$ cat src/rtl/lbl_filter_pkg.sv
package lbl_filter_pkg;

    localparam int WORD_W   = 32;
    localparam int LBL_W    = 8;
    localparam int N_LABELS = 16;

    typedef struct packed {
        logic [WORD_W-LBL_W-3:0] upper;
        logic                    bit10;
        logic                    bit9;
        logic [LBL_W-1:0]        label;
    } rx_fields_t;

    typedef struct packed {
        logic lbl_en;
        logic dec_en;
        logic want9;
        logic want10;
    } filt_cfg_t;

    function automatic rx_fields_t split_word(input logic [WORD_W-1:0] w);
        return rx_fields_t'(w);
    endfunction

    function automatic logic decode_pass(input filt_cfg_t c, input rx_fields_t f);
        return !c.dec_en || ((f.bit9 == c.want9) && (f.bit10 == c.want10));
    endfunction

endpackage

$ cat src/rtl/lbl_table.sv
module lbl_table #(
    parameter int N  = 16,
    parameter int LW = 8
) (
    input  logic                 clk,
    input  logic                 rst,
    input  logic                 mode,
    input  logic                 wr_stb,
    input  logic [LW-1:0]        wr_data,
    input  logic                 rd_stb,
    output logic [LW-1:0]        rd_data,
    output logic                 rd_valid,
    output logic [N-1:0][LW-1:0] entries
);
    localparam int IW = (N > 1) ? $clog2(N) : 1;
    localparam int CW = IW + 1;
    localparam logic [CW-1:0] LAST = CW'(N);

    logic          mode_q;
    logic          rise;
    logic [CW-1:0] wcnt, rcnt, wptr, rptr;
    logic          wr_ok, rd_ok;

    assign rise  = mode && !mode_q;
    assign wptr  = rise ? '0 : wcnt;
    assign rptr  = rise ? '0 : rcnt;
    assign wr_ok = mode && wr_stb && (wptr < LAST);
    assign rd_ok = mode && rd_stb && (rptr < LAST);

    always_ff @(posedge clk) begin
        if (rst) begin
            mode_q   <= 1'b0;
            wcnt     <= '0;
            rcnt     <= '0;
            rd_valid <= 1'b0;
            rd_data  <= '0;
            entries  <= '0;
        end else begin
            mode_q   <= mode;
            rd_valid <= rd_ok;
            if (wr_ok) begin
                entries[wptr[IW-1:0]] <= wr_data;
                wcnt <= wptr + 1'b1;
            end else if (rise) begin
                wcnt <= '0;
            end
            if (rd_ok) begin
                rd_data <= entries[rptr[IW-1:0]];
                rcnt    <= rptr + 1'b1;
            end else if (rise) begin
                rcnt <= '0;
            end
        end
    end

    // write position never passes the table size
    p_wr_bound_r7: assert property (@(posedge clk) disable iff (rst)
        wcnt <= LAST);
    // read data only follows a read strobe in mode
    p_rvalid_cause_r6: assert property (@(posedge clk) disable iff (rst)
        rd_valid |-> $past(rd_stb && mode));
    // table is untouched when mode was low
    p_tbl_stable_r10: assert property (@(posedge clk) disable iff (rst)
        (!$past(rst) && !$past(mode)) |-> $stable(entries));
endmodule

$ cat src/rtl/lbl_match.sv
module lbl_match #(
    parameter int N  = 16,
    parameter int LW = 8
) (
    input  logic [N-1:0][LW-1:0] entries,
    input  logic [LW-1:0]        label,
    output logic                 hit
);
    logic [N-1:0] eq;

    for (genvar i = 0; i < N; i++) begin : g_cmp
        assign eq[i] = (entries[i] == label);
    end

    assign hit = |eq;
endmodule

$ cat src/rtl/lbl_accept_filter.sv
module lbl_accept_filter
    import lbl_filter_pkg::*;
(
    input  logic              clk,
    input  logic              rst,
    input  logic              lbl_chk_en,
    input  logic              dec_chk_en,
    input  logic              dec_bit9,
    input  logic              dec_bit10,
    input  logic              tbl_mode,
    input  logic              rx_eow,
    input  logic [WORD_W-1:0] rx_word,
    input  logic              host_wr,
    input  logic [LBL_W-1:0]  host_wdata,
    input  logic              host_rd,
    output logic [LBL_W-1:0]  host_rdata,
    output logic              host_rvalid,
    output logic              fifo_wr,
    output logic [WORD_W-1:0] fifo_wdata
);
    logic [N_LABELS-1:0][LBL_W-1:0] entries;
    logic       hit;
    logic       accept;
    rx_fields_t fld;
    filt_cfg_t  cfg;

    assign fld = split_word(rx_word);
    assign cfg = '{lbl_en: lbl_chk_en, dec_en: dec_chk_en,
                   want9: dec_bit9, want10: dec_bit10};

    lbl_table #(.N(N_LABELS), .LW(LBL_W)) table_i (
        .clk      (clk),
        .rst      (rst),
        .mode     (tbl_mode),
        .wr_stb   (host_wr),
        .wr_data  (host_wdata),
        .rd_stb   (host_rd),
        .rd_data  (host_rdata),
        .rd_valid (host_rvalid),
        .entries  (entries)
    );

    lbl_match #(.N(N_LABELS), .LW(LBL_W)) match_i (
        .entries (entries),
        .label   (fld.label),
        .hit     (hit)
    );

    assign accept = rx_eow && !tbl_mode
                 && (!cfg.lbl_en || hit)
                 && decode_pass(cfg, fld);

    always_ff @(posedge clk) begin
        if (rst) begin
            fifo_wr    <= 1'b0;
            fifo_wdata <= '0;
        end else begin
            fifo_wr <= accept;
            if (accept) fifo_wdata <= rx_word;
        end
    end

    // nothing is forwarded out of a table-mode cycle
    p_suspend_r8: assert property (@(posedge clk) disable iff (rst)
        fifo_wr |-> !$past(tbl_mode));
    // every forward has an end-of-word cause
    p_cause_r9: assert property (@(posedge clk) disable iff (rst)
        fifo_wr |-> $past(rx_eow));
    // forwarded word honours the decode setting
    p_decode_r3: assert property (@(posedge clk) disable iff (rst)
        (fifo_wr && $past(dec_chk_en)) |->
            (fifo_wdata[8] == $past(dec_bit9) && fifo_wdata[9] == $past(dec_bit10)));
    // forwarded word under label check had a table hit
    p_label_r1: assert property (@(posedge clk) disable iff (rst)
        (fifo_wr && $past(lbl_chk_en)) |-> $past(hit));
endmodule

$ cat config.mk
export PLATFORM = sky130hd
export DESIGN_NAME = lbl_accept_filter
export DESIGN_NICKNAME = d
export VERILOG_FILES = /design/src/rtl/lbl_filter_pkg.sv /design/src/rtl/lbl_table.sv /design/src/rtl/lbl_match.sv /design/src/rtl/lbl_accept_filter.sv
export SDC_FILE = /design/constraint.sdc
export NUM_CORES = 1
export LEC_CHECK = 0
export ABC_AREA = 1
export BUFFER_PORTS_ARGS = -buffer_cell sky130_fd_sc_hd__buf_4
export CAP_MARGIN = 20
export CORE_MARGIN = 2
export CORE_UTILIZATION = 45
export CTS_BUF_LIST = sky130_fd_sc_hd__clkbuf_8
export DETAILED_ROUTE_END_ITERATION = 10
export SETUP_SLACK_MARGIN = 0.5
export SLEW_MARGIN = 10
export SYNTH_ARGS = -nofsm -noshare
export SYNTH_HDL_FRONTEND = slang
export SYNTH_HIERARCHICAL = 1
export SYNTH_SLANG_ARGS = --single-unit
$ cat constraint.sdc
create_clock -name clk -period 2.1 [get_ports clk]
set_clock_uncertainty 0.05 [all_clocks]
set_input_delay 0.105 -clock clk [delete_from_list [all_inputs] [get_ports clk]]
set_output_delay 0.105 -clock clk [all_outputs]
set_load 0.1 [all_outputs]
==> results_tabular.tex <==
\begin{tabular}{lr}
\hline
Metric & Value \\
\hline
\multicolumn{2}{l}{\textbf{Power and ir drop}} \\
\quad Maximum vdd ir drop & $\sim$0.00055 V \\
\quad Power per cell area & $\sim$500 mW/mm\^{}2 \\
\quad Total power of the final layout & between 0.007 and 0.008 W \\
\quad P\_leak & around 7 nW \\
\multicolumn{2}{l}{\textbf{GRT}} \\
\quad Remaining global-route overflow & 0 \\
\quad Pin count of the biggest net entering global routing & about 130 \\
\quad First-pass GRT wire length & 62700 um \\
\quad Number of global-route vias before repair & approximately 11000 \\
\quad Initial antenna violation count & 0 \\
\quad Total Routing Usage GR & between 30\% and 40\% \\
\multicolumn{2}{l}{\textbf{Worst setup path}} \\
\quad FF-to-FF path depth & 14 \\
\quad R2R Setup Slk & -0.09 ns \\
\quad Max Fanout on Critical Path & 18 \\
\quad Critical path launch point type & flop \\
\quad Worst setup path category & reg -> reg \\
\quad Signal arrival time at the worst endpoint & between 2 and 3 ns \\
\quad Endpoint of the lowest-slack register-to-register path & fifo\_wdata[0] \\
\quad Critical R2R Launch & table\_i/entries[64] \\
\quad CP required & about 2.4 ns \\
\quad Crit. End Element & flop \\
\multicolumn{2}{l}{\textbf{Drt}} \\
\quad Via count & $\sim$13000 \\
\quad DRC errors left & 0 \\
\quad Drt first-iter violations & 1463 \\
\quad WL/cell & roughly 20 um \\
\quad Total Wirelength & 46400 um \\
\quad Number of search-and-repair iterations in the first detailed-routing pass & 6 \\
\quad Remaining antenna violation count & 0 \\
\quad Via-to-Cell Ratio & about 5.5 \\
\multicolumn{2}{l}{\textbf{Timing}} \\
\quad Final setup slack of the worst path & -0.0937 ns \\
\quad Worst hold slack across all endpoints & between 0.02 and 0.03 ns \\
\quad Slew margin rel. & just under 70\% \\
\quad Fin. Hold Viols & 0 \\
\quad Unrepaired setup endpoints after global routing & yes \\
\quad Period Utilization, post-route & 104\% \\
\quad Final critical delay including setup and external delays & $\sim$2.2 ns \\
\quad Highest attainable clock frequency & around 460 MHz \\
\quad Final Slew Violations & 0 \\
\quad Setup violations, final & 21 \\
\quad Worst Max-Slew Pin Slew & just under 0.5 ns \\
\multicolumn{2}{l}{\textbf{Floorplanning}} \\
\quad Placeable core region & between 0.02 and 0.025 sq mm \\
\quad X dimension of the die & between 150 and 200 um \\
\quad Num ports & between 90 and 100 \\
\quad Num rows & 56 \\
\quad Full die area & 0.0252 sq mm \\
\quad Starting density of the core & between 40\% and 50\% \\
\quad Height of the chip & 159 um \\
\multicolumn{2}{l}{\textbf{Worst hold path}} \\
\quad Hold path cells & 5 \\
\quad Min-Delay Startpoint & rx\_word[3] \\
\quad Worst hold path class & in -> reg \\
\quad End point of the most critical hold path & fifo\_wdata[3] \\
\multicolumn{2}{l}{\textbf{CTS}} \\
\quad Clock buffer depth & 2 \\
\quad Latest clock arrival within the worst-skew pair & approximately 0.49 ns \\
\quad Clock Sinks & $\sim$180 \\
\quad Root buffer cell & clkbuf\_8 \\
\quad CTS clock-pin slew for the worst setup and hold paths & roughly 0.12 ns \\
\quad TritonCTS clock tree & done \\
\quad Level count of the clock H-tree & 4 \\
\quad Clock buffer count from CTS & 17 \\
\multicolumn{2}{l}{\textbf{Placement}} \\
\quad Placement Setup Slack & -0.0939 ns \\
\quad Last weighted congestion value of the routability-driven placer & around 0.89 \\
\quad HPWL after detailed placement & about 26000 um \\
\quad IO buf count & 91 \\
\multicolumn{2}{l}{\textbf{Synth}} \\
\quad Cell count after synthesis & about 1800 \\
\quad Synthesis Warnings & 6 \\
\quad Post-Synthesis Cell Area & about 0.011 sq mm \\
\quad Synth Net Count & around 1800 \\
\quad Sequential element share of the synthesized area & 33.6\% \\
\quad Yosys cell types & 29 \\
\quad Flip-flop and latch count after synthesis & between 150 and 200 \\
\quad Mean area per synthesized cell & 6.01 sq um \\
\multicolumn{2}{l}{\textbf{Layout}} \\
\quad Sequential cell area in the final layout & 0.00368 sq mm \\
\quad Layout net count & approximately 2000 \\
\quad FILL cells & between 1500 and 2000 \\
\quad Area delta synth->final & 47.4\% \\
\quad Multi-input gate area & approximately 0.0074 sq mm \\
\quad Ratio of cells with drive above 1 in the final layout & about a third \\
\quad Count of antenna diodes in the layout & 0 \\
\multicolumn{2}{l}{\textbf{Run status}} \\
\quad Result of the run & complete, but fails checks \\
\quad Failing checks & setup timing \\
\multicolumn{2}{l}{\textbf{Run}} \\
\quad Number of max-cap violations & 0 \\
\hline
\end{tabular}
-- what timing repair did --
item,in CTS,in global routing
cloned,12,14
pin swaps,87,135
gates resized for setup,292,399
setup endpoints to repair,177,175
buffers inserted,32,27
hold buffers,37,0
endpoints found under the hold margin,58,0
-- layout make-up --
| class | count | area share [%] |
|---|---|---|
| multi-input combinational | 1271 | 46.8 |
| sequential | 181 | 23.1 |
| timing repair buffer | 262 | 18.3 |
| inverter | 253 | 6.62 |
| tap | 319 | 2.51 |
| clock buffer | 19 | 1.64 |
| clock inverter | 13 | 0.858 |
| timing repair inverter | 1 | 0.102 |
-- state kept, by name, indices dropped and copies added (netlist names) --
signal	cells
table_i/entries	128
fifo_wdata	32
table_i/rd_data	8
table_i/rcnt	5
table_i/wcnt	5
fifo_wr	1
table_i/mode_q	1
table_i/rd_valid	1
-- worst max-delay path, cell delays in order, from the launching register on --
cell     delay, ns
dfxtp_1       0.41
xor2_1        0.28
nor2_1        0.11
nand2_1       0.13
nor2_1        0.05
nor2_1        0.11
nand2_1       0.07
nor2_2        0.11
nand2_1       0.09
nor2_2        0.13
nor3_4        0.07
buf_6         0.13
buf_16        0.15
a21oi_2       0.15
nor2_1        0.06
-- power breakdown --
part	switching, W	leakage, nW	internal [W]
Clock	0.00148	0.200	0.00105
Combinational	0.00122	5.19	0.000640
Sequential	0.0000494	1.48	0.00349
-- kinds of logic (layout without fill, tap and decap cells) --
kind of cell | count (synthesis) | after routing | synth area share, %
AND/OR/NAND/NOR | 956 | 964 | 36.0
buffers and inverters | 350 | 548 | 14.6
flip-flops | 181 | 181 | 33.6
AO/OA/AOI/OAI | 265 | 265 | 12.3
XOR/XNOR | 42 | 42 | 3.48
-- per-stage QoR --
| step | instance area [sq um] | setup TNS, ns | std cells | utilization, % |
|---|---|---|---|---|
| 2_1_floorplan | 10900 | 0 | 1794 | - |
| 3_3_place_gp | 11900 | -1.58 | 2165 | 50.7 |
| 3_5_place_dp | 11900 | -2.11 | 2165 | 50.7 |
| 4_1_cts | 14100 | -0.00268 | 2278 | 60.1 |
| 5_1_grt | 15900 | -3.23 | 2319 | 67.7 |
| 6_report | 15900 | -1.36 | 2319 | 67.7 |
-- cell usage after synthesis (all sizes together) --
library cell  count  area share [%]
xor2             42             3.5
dfxtp           181              34
clkinv            2           0.070
inv             251             8.8
buf              58             4.4
o21ai           139             6.5
nor2            317              11
a211oi            2            0.14
nand2           506              18
nor3              4            0.49
nand3           129             6.2
a21oi           124             5.8
clkbuf           39             1.4
-- worst max-delay path by stage --
stage                           endpoint                start  depth (start not counted)
after floorplan           fifo_wdata[13]           rx_word[5]                         17
after global placement     fifo_wdata[2]           rx_word[5]                         17
after detailed placement   fifo_wdata[2]           rx_word[0]                         17
after CTS                  fifo_wdata[0]  table_i/entries[15]                         17
after global routing      fifo_wdata[21]  table_i/entries[64]                         14
final                      fifo_wdata[0]  table_i/entries[64]                         14
-- layer usage --
layer / vias up / global-route usage, % / part of all wire (%) / wire, um
li1: 5934 / - / - / -
met1: 5902 / 41.8 / 39 / 18200
met2: 760 / 51.1 / 44 / 20400
met3: 209 / 5.59 / 11 / 4930
met4: 0 / 12.7 / 6.2 / 2890
met5: - / 0 / 0 / 0
-- placed cells by master, fill, tap and decap left out, types with 2 or more instances in the layout --
master / netlist / routed
nand3_2: 3 / 37
clkinv_8: 0 / 5
buf_12: 2 / 26
nand2_8: 0 / 16
nand2_1: 498 / 418
o21ai_2: 0 / 83
nand3_4: 1 / 9
o21ai_0: 137 / 24
nand2_2: 7 / 47
buf_16: 0 / 12
xor2_1: 41 / 40
buf_4: 11 / 144
dfxtp_1: 181 / 143
o21ai_1: 2 / 17
dlygate4sd3_1: 0 / 37
buf_6: 21 / 29
buf_8: 0 / 7
inv_4: 3 / 6
clkbuf_8: 0 / 19
nand2_4: 1 / 32
clkinv_4: 0 / 2
nor2_4: 2 / 26
clkbuf_16: 0 / 7
inv_8: 0 / 3
clkinvlp_4: 0 / 4
nor2_2: 3 / 43
a21oi_1: 124 / 76
o21ai_4: 0 / 15
a21oi_2: 0 / 48
nand3_1: 125 / 84
inv_6: 0 / 10
dfxtp_2: 0 / 35
nor2_1: 311 / 247
inv_1: 239 / 224
inv_2: 9 / 11
nor3_4: 2 / 4
xor2_2: 1 / 2
dfxtp_4: 0 / 3
No activity file was read; power rests on OpenSTA's default activity.
